--- config.mk ---
export PLATFORM = sky130hd
export DESIGN_NAME = sat_arith_unit
export DESIGN_NICKNAME = d
export VERILOG_FILES = /design/src/rtl/sat_pkg.sv /design/src/rtl/sat_narrow.sv /design/src/rtl/sat_add.sv /design/src/rtl/sat_sticky_flag.sv /design/src/rtl/sat_arith_unit.sv
export SDC_FILE = /design/constraint.sdc
export NUM_CORES = 1
export LEC_CHECK = 0
export BUFFER_PORTS_ARGS = -buffer_cell sky130_fd_sc_hd__buf_2
export CAP_MARGIN = 20
export CORE_ASPECT_RATIO = 1.25
export CORE_MARGIN = 2
export CORE_UTILIZATION = 25
export DETAILED_ROUTE_END_ITERATION = 10
export PLACE_DENSITY = 0.5
export SYNTH_ARGS = -nofsm -noshare
export SYNTH_HDL_FRONTEND = slang
export SYNTH_SLANG_ARGS = --single-unit
--- constraint.sdc ---
create_clock -name clk -period 4.08 [get_ports clk]
set_input_delay 1.02 -clock clk [delete_from_list [all_inputs] [get_ports clk]]
set_output_delay 1.02 -clock clk [all_outputs]
set_load 0.02 [all_outputs]
--- src/rtl/sat_pkg.sv ---
package sat_pkg;

  typedef enum logic [1:0] {
    OP_SSAT    = 2'd0,
    OP_USAT    = 2'd1,
    OP_ADD     = 2'd2,
    OP_ADD_ALT = 2'd3
  } sat_op_e;

  localparam int unsigned NUM_WIDTHS = 3;

  function automatic logic is_add(sat_op_e op);
    return op[1];
  endfunction

endpackage

--- src/rtl/sat_narrow.sv ---
module sat_narrow #(
  parameter int unsigned DW = 64,
  parameter int unsigned W0 = 8,
  parameter int unsigned W1 = 16,
  parameter int unsigned W2 = 32
) (
  input  logic [DW-1:0] val_i,
  input  logic [1:0]    wcode_i,
  input  logic          unsigned_i,
  output logic [DW-1:0] res_o,
  output logic          clamp_o
);
  import sat_pkg::*;

  logic [DW-1:0] cand_res   [NUM_WIDTHS];
  logic          cand_clamp [NUM_WIDTHS];

  for (genvar g = 0; g < NUM_WIDTHS; g++) begin : g_width
    localparam int unsigned N = (g == 0) ? W0 : ((g == 1) ? W1 : W2);
    logic [DW-1:0] sx, zx, smax, smin, umax;
    logic          s_fit, u_fit, neg;

    assign sx   = {{(DW-N){val_i[N-1]}}, val_i[N-1:0]};
    assign zx   = {{(DW-N){1'b0}}, val_i[N-1:0]};
    assign smax = {{(DW-N+1){1'b0}}, {(N-1){1'b1}}};
    assign smin = {{(DW-N+1){1'b1}}, {(N-1){1'b0}}};
    assign umax = {{(DW-N){1'b0}}, {N{1'b1}}};
    assign neg  = val_i[DW-1];
    assign s_fit = (sx == val_i);
    assign u_fit = (zx == val_i);

    assign cand_res[g] = unsigned_i
                         ? (u_fit ? val_i : (neg ? '0 : umax))
                         : (s_fit ? val_i : (neg ? smin : smax));
    assign cand_clamp[g] = unsigned_i ? !u_fit : !s_fit;
  end

  always_comb begin
    res_o   = '0;
    clamp_o = 1'b0;
    case (wcode_i)
      2'd1: begin res_o = cand_res[0]; clamp_o = cand_clamp[0]; end
      2'd2: begin res_o = cand_res[1]; clamp_o = cand_clamp[1]; end
      2'd3: begin res_o = cand_res[2]; clamp_o = cand_clamp[2]; end
      default: begin res_o = '0; clamp_o = 1'b0; end
    endcase
  end

endmodule

--- src/rtl/sat_add.sv ---
module sat_add #(
  parameter int unsigned DW = 64
) (
  input  logic [DW-1:0] a_i,
  input  logic [DW-1:0] b_i,
  output logic [DW-1:0] res_o,
  output logic          clamp_o
);
  logic [DW-1:0] sum;
  logic          same_sign;

  assign sum       = a_i + b_i;
  assign same_sign = (a_i[DW-1] == b_i[DW-1]);
  assign clamp_o   = same_sign && (sum[DW-1] != a_i[DW-1]);
  assign res_o     = !clamp_o ? sum
                   : (sum[DW-1] ? {1'b0, {(DW-1){1'b1}}}
                                : {1'b1, {(DW-1){1'b0}}});

endmodule

--- src/rtl/sat_sticky_flag.sv ---
module sat_sticky_flag (
  input  logic clk,
  input  logic rst_n,
  input  logic set_i,
  input  logic clr_i,
  output logic flag_o
);
  always_ff @(posedge clk or negedge rst_n) begin
    if (!rst_n)      flag_o <= 1'b0;
    else if (set_i)  flag_o <= 1'b1;
    else if (clr_i)  flag_o <= 1'b0;
  end


  sticky_hold_chk: assert property (@(posedge clk) disable iff (!rst_n)
    (flag_o && !clr_i) |=> flag_o);


  clear_chk: assert property (@(posedge clk) disable iff (!rst_n)
    (clr_i && !set_i) |=> !flag_o);


  set_wins_chk: assert property (@(posedge clk) disable iff (!rst_n)
    set_i |=> flag_o);

endmodule

--- src/rtl/sat_arith_unit.sv ---
module sat_arith_unit #(
  parameter int unsigned DW = 64,
  parameter int unsigned W0 = 8,
  parameter int unsigned W1 = 16,
  parameter int unsigned W2 = 32
) (
  input  logic          clk,
  input  logic          rst_n,
  input  logic          in_valid,
  output logic          in_ready,
  input  logic [1:0]    op_sel,
  input  logic [1:0]    width_sel,
  input  logic          vec_mode,
  input  logic [DW-1:0] op_a,
  input  logic [DW-1:0] op_b,
  input  logic          flag_clr,
  output logic          out_valid,
  input  logic          out_ready,
  output logic [DW-1:0] result,
  output logic          ovf_flag
);
  import sat_pkg::*;

  sat_op_e       op;
  logic [DW-1:0] nar_res, add_res;
  logic          nar_clamp, add_clamp, clamp, fire, flag_set;

  assign op = sat_op_e'(op_sel);

  sat_narrow #(.DW(DW), .W0(W0), .W1(W1), .W2(W2)) u_narrow (
    .val_i      (op_a),
    .wcode_i    (width_sel),
    .unsigned_i (op == OP_USAT),
    .res_o      (nar_res),
    .clamp_o    (nar_clamp)
  );

  sat_add #(.DW(DW)) u_add (
    .a_i     (op_a),
    .b_i     (op_b),
    .res_o   (add_res),
    .clamp_o (add_clamp)
  );

  assign result    = is_add(op) ? add_res : nar_res;
  assign clamp     = is_add(op) ? add_clamp : nar_clamp;
  assign out_valid = in_valid;
  assign in_ready  = out_ready;
  assign fire      = in_valid && out_ready;
  assign flag_set  = fire && clamp && !vec_mode;

  sat_sticky_flag u_flag (
    .clk    (clk),
    .rst_n  (rst_n),
    .set_i  (flag_set),
    .clr_i  (flag_clr),
    .flag_o (ovf_flag)
  );


  ssat_range_chk: assert property (@(posedge clk) disable iff (!rst_n)
    (in_valid && op == OP_SSAT && width_sel == 2'd1)
      |-> (result[DW-1:W0-1] == {(DW-W0+1){result[W0-1]}}));


  usat_range_chk: assert property (@(posedge clk) disable iff (!rst_n)
    (in_valid && op == OP_USAT && width_sel == 2'd1)
      |-> (result[DW-1:W0] == '0));


  zero_width_chk: assert property (@(posedge clk) disable iff (!rst_n)
    (in_valid && !is_add(op) && width_sel == 2'd0) |-> (result == '0));


  add_sign_chk: assert property (@(posedge clk) disable iff (!rst_n)
    (in_valid && is_add(op) && op_a[DW-1] == op_b[DW-1])
      |-> (result[DW-1] == op_a[DW-1]));


  vec_quiet_chk: assert property (@(posedge clk) disable iff (!rst_n)
    (vec_mode && !ovf_flag) |=> !ovf_flag);


  idle_quiet_chk: assert property (@(posedge clk) disable iff (!rst_n)
    (!(in_valid && out_ready) && !ovf_flag) |=> !ovf_flag);

endmodule

==> impl_metrics.yaml, run 1 <==
hold_path:
  hp-class: "register to register"
  min_path_cells: 2
yosys:
  synth-seq-cells: 1
  synthCells: 811
  yosysSeqAreaShare_pct: 0.4544
  synth.distinct_cells: 73
  synth_nets: 1013
  synth-edff-count: 0
  yosysWarnings: 0
  syn_area_per_cell_um2: 6.790
  synth_ff_type: "dfrtp_1"
  syn_area_um2: 5507
  synthArstFlopShare_pct: 100.0
finish:
  reg_top3: "u_flag.flag_o (1)"
  diodes: 0
  final.fill_count: 2025
  largest_register_ffs: 1
  layout-drive-gt1-share_pct: 59.40
  nets: 1529
  area_delta_synth_final_pct: 108.7
  top_register: "u_flag.flag_o"
  multi_input_area_um2: 6641
  ff_latch_area_um2: 25.02
detailed_routing:
  totalWireLength_mm: 28.45
  post_drt_wl_per_cell_um: 17.74
  ant_nets: 0
  avgViaCountPerCell: 5.254
  first_iter_violations: 413
  vias: 8428
  remaining_drc_errors: 0
  drtPass1Iterations: 5
sta:
  rsz0062_at_grt: "true"
  min_period_over_period_pct: 116.5
  tightest_slew_ps: 570.3
  finalSetupTns_ps: -33300
  setup_viol: 64
  min_period_ps: 4755
  setup_slack_ps: -675.2
  skew_ps: 0
  relSlewSlack_pct: 61.72
  fmax_ghz: 0.2103
  maxSlewViolCount: 0
  hold_violations: 0
clocking:
  path_clk_slew_ps: 0
  insertion_delay_ps: 0
  hold_buffers: 0
placed_design:
  routabilityCongestion: 0.8900
  dp_hpwl_mm: 23.08
  port_buffers: 204
  pre_cts_ws_ps: -1011
worst_setup_path:
  rr_worst_depth: 2
  endpoint: "result[60]"
  reg2reg_slack_ps: 3450
  crit_start: "op_b[3]"
  path_class: "input pin to output port"
  rr_startpoint: "u_flag.flag_o$_DFFE_PN0P_"
  crit_fanout: 3
  cp.required_ps: 3060
  end_kind: "output port"
  crit_arrival_ps: 3740
  r2r_end: "u_flag.flag_o$_DFFE_PN0P_"
  start_kind: "input pin"
power:
  sequentialPowerShare_pct: 0.5
  ir_worst_vdd_mv: 0.1116
  total_leakage_power_uw: 0.005083
  pwr-share-comb_pct: 99.5
  p_sw_share_pct: 49.71
  intPower_uw: 1068
  power_frac_clock_pct: 0
  power.density_nw_per_um2: 184.8
  p_sw_uw: 1055
die:
  io_pins: 205
  rows: 60
  start_util_pct: 25.56
  die_x_um: 136.7
  die_h_um: 169.9
  dieArea_um2: 23240
  fp.coreArea_um2: 21550
run_status:
  status: "finished with violations"
  violations: "negative setup slack"
grt:
  grt_pass1_wl_mm: 42.47
  grt_pass1_vias: 8285
  grt_use_total_pct: 22.82
  antenna_found_initial: 0
  grt_overflow_total: 0
  grt_max_degree: 31
flow_run:
  cap_viol_max_count: 0
## per-stage QoR
step                std cells  total power [uW]  utilization, %  hold slack (ps)  cell area, um^2
detailed placement       1577              1811           46.47            476.5            10010
CTS                      1590              2005           50.10            476.5            10800
global placement         1577              1804           46.47            466.4            10010
global route             1604              2273           53.33            484.3            11490
floorplan                 811              1056               -            597.5             6416
finish                   1604              2123           53.33            471.8            11490
## cells by family (layout without fill, tap and decap cells)
logic type | after synthesis | in the layout | synth area share [%]
AO/OA/AOI/OAI | 356 | 356 | 44.74
AND/OR/NAND/NOR | 261 | 262 | 24.90
buffers and inverters | 74 | 587 | 6.430
adder cells (fa/ha/maj) | 64 | 64 | 14.68
XOR/XNOR | 53 | 53 | 8.430
multiplexers | 2 | 2 | 0.3636
flip-flops | 1 | 1 | 0.4544
## final cells by class
class / instances / share of cell area, %
Timing Repair Buffer: 568 / 38.32
Multi-Input combinational cell: 737 / 57.80
Sequential cell: 1 / 0.2178
Inverter: 19 / 0.6207
Tap cell: 279 / 3.038
## layer usage
layer | vias to the layer above | GRT usage, % | share of wire [%] | wire, um
met3 | 38 | 0.8639 | 4.4 | 1264
met2 | 281 | 43.72 | 53 | 14990
met4 | 0 | 4.167 | 2.0 | 580
met1 | 3921 | 28.03 | 41 | 11620
li1 | 4188 | - | - | -
met5 | - | 0 | 0 | 0
## worst max-delay path, stage by stage
cell       delay [ps]
buf_2             120
ha_4              250
o211ai_1          260
a21oi_4            80
o31ai_4           280
a21oi_4           110
o211ai_1          240
nand2_2           140
a2111oi_4         390
o21ai_2           130
a2111o_1          370
o211ai_1          140
buf_4             190
## Yosys cell counts, types with 6 or more instances
library cell / n / share of area (%)
nand2b_1: 14 / 1.6
nand2_1: 67 / 4.6
nor3_1: 12 / 1.1
xor2_1: 18 / 2.9
o21bai_1: 10 / 1.4
o21a_1: 13 / 1.8
nor4_1: 18 / 2.0
nand4_1: 36 / 4.1
o21ai_1: 22 / 2.0
nand3_1: 21 / 1.9
nor2_1: 44 / 3.0
ha_1: 63 / 14
a21oi_1: 103 / 9.4
and4_1: 6 / 0.95
a21o_1: 32 / 4.4
o211ai_1: 15 / 2.0
inv_1: 19 / 1.3
o21ai_2: 11 / 1.7
xnor2_1: 35 / 5.6
a211oi_1: 7 / 0.95
o31ai_1: 7 / 0.95
a31oi_1: 15 / 1.7
o21ai_0: 47 / 4.3
clkbuf_1: 25 / 1.7
o221ai_2: 10 / 2.7
buf_2: 19 / 1.7
nor2b_1: 10 / 1.1
and3_1: 8 / 0.91
o221ai_1: 11 / 1.7
## what timing repair did
item                       4_1_cts  5_1_grt
setup buffers                   11       12
pin swaps                       33       57
setup endpoints to repair       64       64
cloned                           3        4
resized for setup              169      111
## placed cells by master, fill, tap and decap left out, types with 6 or more instances in the layout
cell type and n:
nand3_1 19, o221ai_2 10, buf_4 359, o21ai_1 16, buf_2 130, a21oi_1 72
xnor2_1 34, o211ai_1 15, inv_1 16, o21ai_2 26, o21bai_1 10, o21a_1 13
nor2_1 39, a21oi_2 28, a31oi_1 11, nand4_1 36, buf_6 63, o221ai_4 11
xor2_1 16, buf_12 8, nor2b_1 9, o21ai_0 26, nand2_1 61, o21ai_4 13
nor4_1 11, nand2b_1 12, ha_4 28, nor3_1 9, ha_1 30, nand2_2 6
a21o_1 31
## power groups by stage
stage | logic, uW | registers [uW] | clock network [uW]
6_report | 2110 | 11.0 | 0
5_1_grt | 2260 | 11.0 | 0
4_1_cts | 1990 | 11.0 | 0
3_5_place_dp | 1800 | 11.0 | 0
3_3_place_gp | 1790 | 11.0 | 0
2_1_floorplan | 1040 | 11.9 | 0
## worst min path at each step
stage	start	endpoint	slack (ps)
floorplan	u_flag.flag_o$_DFFE_PN0P_	u_flag.flag_o$_DFFE_PN0P_	600
global placement	u_flag.flag_o$_DFFE_PN0P_	u_flag.flag_o$_DFFE_PN0P_	470
detailed placement	u_flag.flag_o$_DFFE_PN0P_	u_flag.flag_o$_DFFE_PN0P_	480
CTS	u_flag.flag_o$_DFFE_PN0P_	u_flag.flag_o$_DFFE_PN0P_	480
global route	u_flag.flag_o$_DFFE_PN0P_	u_flag.flag_o$_DFFE_PN0P_	480
finish	u_flag.flag_o$_DFFE_PN0P_	u_flag.flag_o$_DFFE_PN0P_	470
(Power assumes the default switching activity.)
==> run 2, diff against run 1 <==
--- a/config.mk
+++ b/config.mk
@@ -5,13 +5,13 @@
 export SDC_FILE = /design/constraint.sdc
 export NUM_CORES = 1
 export LEC_CHECK = 0
+export ABC_AREA = 1
 export BUFFER_PORTS_ARGS = -buffer_cell sky130_fd_sc_hd__buf_2
 export CAP_MARGIN = 20
-export CORE_ASPECT_RATIO = 1.25
 export CORE_MARGIN = 2
 export CORE_UTILIZATION = 25
 export DETAILED_ROUTE_END_ITERATION = 10
-export PLACE_DENSITY = 0.5
+export PLACE_DENSITY = 0.47
 export SYNTH_ARGS = -nofsm -noshare
 export SYNTH_HDL_FRONTEND = slang
 export SYNTH_SLANG_ARGS = --single-unit
==> run 2 against run 1 <==
Effect of this change: the flow still finishes with violations (negative setup slack); hold slack worse by 6.9 ps; critical path depth up 5; fmax up 14%; sequential cell count unchanged; combinational power up 37%; highest routed layer unchanged.
==> impl_metrics.yaml, run 2 <==
run_status:
  status: "finished with violations"
  violations: "negative setup slack"
sta:
  min_period_ps: 4158
  fmax_ghz: 0.2405
  holdWs_ps: 464.9
  skew_ps: 0
  setup_slack_ps: -77.74
  tightest_slew_ps: 1015
  min_period_over_period_pct: 101.9
  relSlewSlack_pct: 32.08
  hold_violations: 0
  rsz0062_at_grt: "true"
  setup_viol: 40
  maxSlewViolCount: 0
power:
  total_leakage_power_uw: 0.009801
  p_sw_uw: 1567
  p_sw_share_pct: 53.77
  ir_worst_vdd_mv: 0.09384
  power_frac_clock_pct: 0
  pwr-share-comb_pct: 99.6
  intPower_uw: 1347
  power.density_nw_per_um2: 163.4
  power.total_uw: 2914
  sequentialPowerShare_pct: 0.4
die:
  fp.coreArea_um2: 35740
  io_pins: 205
  start_util_pct: 25.46
  rows: 69
  die_h_um: 194.8
  dieArea_um2: 37950
  die_x_um: 194.8
yosys:
  synth-seq-cells: 1
  synthCells: 2001
  synthArstFlopShare_pct: 100.0
  yosysWarnings: 0
  synthTopCellsByArea: "nand2_1, inv_1, nor2_1, ha_1, nand3_1"
  synth-edff-count: 0
  syn_area_per_cell_um2: 4.548
  yosysTopAreaCell: "nand2_1"
  yosysSeqAreaShare_pct: 0.2750
  synth_commonest_cells: "nand2_1, inv_1, nor2_1, nand3_1, a21oi_1"
  synth_ff_type: "dfrtp_1"
  yosysMostFrequentCell: "nand2_1"
  syn_area_um2: 9101
  synth_nets: 2203
  synth.distinct_cells: 42
  synth_top_area_share_pct: 37.98
worst_setup_path:
  crit_arrival_ps: 3140
  reg2reg_slack_ps: 3500
  cp_slowest_stage_delay_ps: 270
  crit_start: "op_a[41]"
  cp.required_ps: 3060
  start_kind: "input pin"
  end_kind: "output port"
  rr_worst_depth: 2
  crit_fanout: 8
  path_cells: "buf_4 > ha_4 > nand2_4 > inv_4 > nand2_4 > nor3_4 > nand2_4 > nor2_4 > nand2_4 > nand2_4 > buf_12 > nand2_8 > buf_12 > buf_16 > o21ai_2 > nand2_1 > nand2_2 > buf_6"
  crit_top_cell: "nand2_4"
  path_class: "input pin to output port"
  cp_slowest_cell: "ha_4"
  rr_startpoint: "u_flag.flag_o$_DFFE_PN0P_"
  r2r_end: "u_flag.flag_o$_DFFE_PN0P_"
  endpoint: "result[10]"
finish:
  final.fill_count: 3720
  nets: 2788
  finalNonFillerCells: 3045
  layout-drive-gt1-share_pct: 48.88
  final_cell_mix: "nand2_1, buf_4, inv_1, nand2_2, nor2_1"
  ff_latch_area_um2: 25.02
  mostFrequentLayoutCell: "nand2_1"
  largest_register_ffs: 1
  diodes: 0
  utilization_pct: 49.90
  top_register: "u_flag.flag_o"
  area_delta_synth_final_pct: 95.94
  multi_input_area_um2: 10440
  reg_top3: "u_flag.flag_o (1)"
detailed_routing:
  avgViaCountPerCell: 4.785
  drtPass1Iterations: 5
  vias: 14571
  first_iter_violations: 972
  ant_nets: 0
  totalWireLength_mm: 51.25
  remaining_drc_errors: 0
  post_drt_wl_per_cell_um: 16.83
placed_design:
  routabilityCongestion: 0.9660
  dp.cells: 2982
  pre_cts_ws_ps: -393.9
  port_buffers: 204
  dp_hpwl_mm: 40.33
grt:
  grt_max_degree: 66
  grt_pass1_wl_mm: 76.62
  grt_overflow_total: 0
  grt_pass1_vias: 13913
  antenna_found_initial: 0
  grt_use_total_pct: 25.69
hold_path:
  hp-class: "register to register"
clocking:
  path_clk_slew_ps: 0
  hold_buffers: 0
  insertion_delay_ps: 0
flow_run:
  cap_viol_max_count: 0
[run 2: cell families after synthesis]
family	after synthesis	share of synthesized area, %
simple gates	1338	59.79
buf+inv	392	17.39
xor+xnor	37	3.561
compound gates	169	10.10
fa+ha+maj	64	8.881
flops	1	0.2749
[run 2: metrics by stage]
stage	TNS [ps]	cell area, um^2
2_1_floorplan	0	9101
3_3_place_gp	-16250	13320
3_5_place_dp	-17240	13320
4_1_cts	-4907	16190
5_1_grt	-7761	17830
6_report	-1984	17830
[run 2: layer usage]
layer	vias to the layer above	GRT usage [%]	wire [um]
li1	7262	-	-
met5	-	0	0
met4	0	5.570	1550
met2	500	42.85	23330
met1	6730	35.98	23100
met3	79	2.048	3272
[run 2: repair_timing]
item | 4_1_cts | 5_1_grt
buffers inserted | 43 | 17
endpoints found under the setup margin | 64 | 63
pin swaps | 133 | 236
gates cloned | 13 | 1
gates resized for setup | 520 | 482
endpoints found under the hold margin | 0 | 0
[run 2: worst min path at each step]
stage	from	end	cells past startpoint
final	u_flag.flag_o$_DFFE_PN0P_	u_flag.flag_o$_DFFE_PN0P_	2
after global routing	u_flag.flag_o$_DFFE_PN0P_	u_flag.flag_o$_DFFE_PN0P_	2
after CTS	u_flag.flag_o$_DFFE_PN0P_	u_flag.flag_o$_DFFE_PN0P_	2
after detailed placement	u_flag.flag_o$_DFFE_PN0P_	u_flag.flag_o$_DFFE_PN0P_	2
after global placement	u_flag.flag_o$_DFFE_PN0P_	u_flag.flag_o$_DFFE_PN0P_	2
after floorplan	u_flag.flag_o$_DFFE_PN0P_	u_flag.flag_o$_DFFE_PN0P_	2
[run 2: layout make-up]
type | count | area share (%)
Sequential cell | 1 | 0.1403
Inverter | 346 | 7.381
Tap cell | 461 | 3.234
Multi-Input combinational cell | 1609 | 58.54
Timing Repair Buffer | 628 | 30.71
[run 2: power groups by stage]
stage               Combinational [uW]  Sequential, uW  Clock, uW
floorplan                         1070            11.9          0
global placement                  2040            11.0          0
detailed placement                2040            11.1          0
CTS                               2580            11.1          0
global route                      3110            11.2          0
finish                            2900            11.1          0
[run 2: worst max-delay path, delay by kind of cell]
| family | cells | cell delay (ps) |
|---|---|---|
| buffers and inverters | 6 | 760 |
| AO/OA/AOI/OAI | 1 | 50 |
| AND/OR/NAND/NOR | 10 | 1010 |
| adder cells (fa/ha/maj) | 1 | 270 |
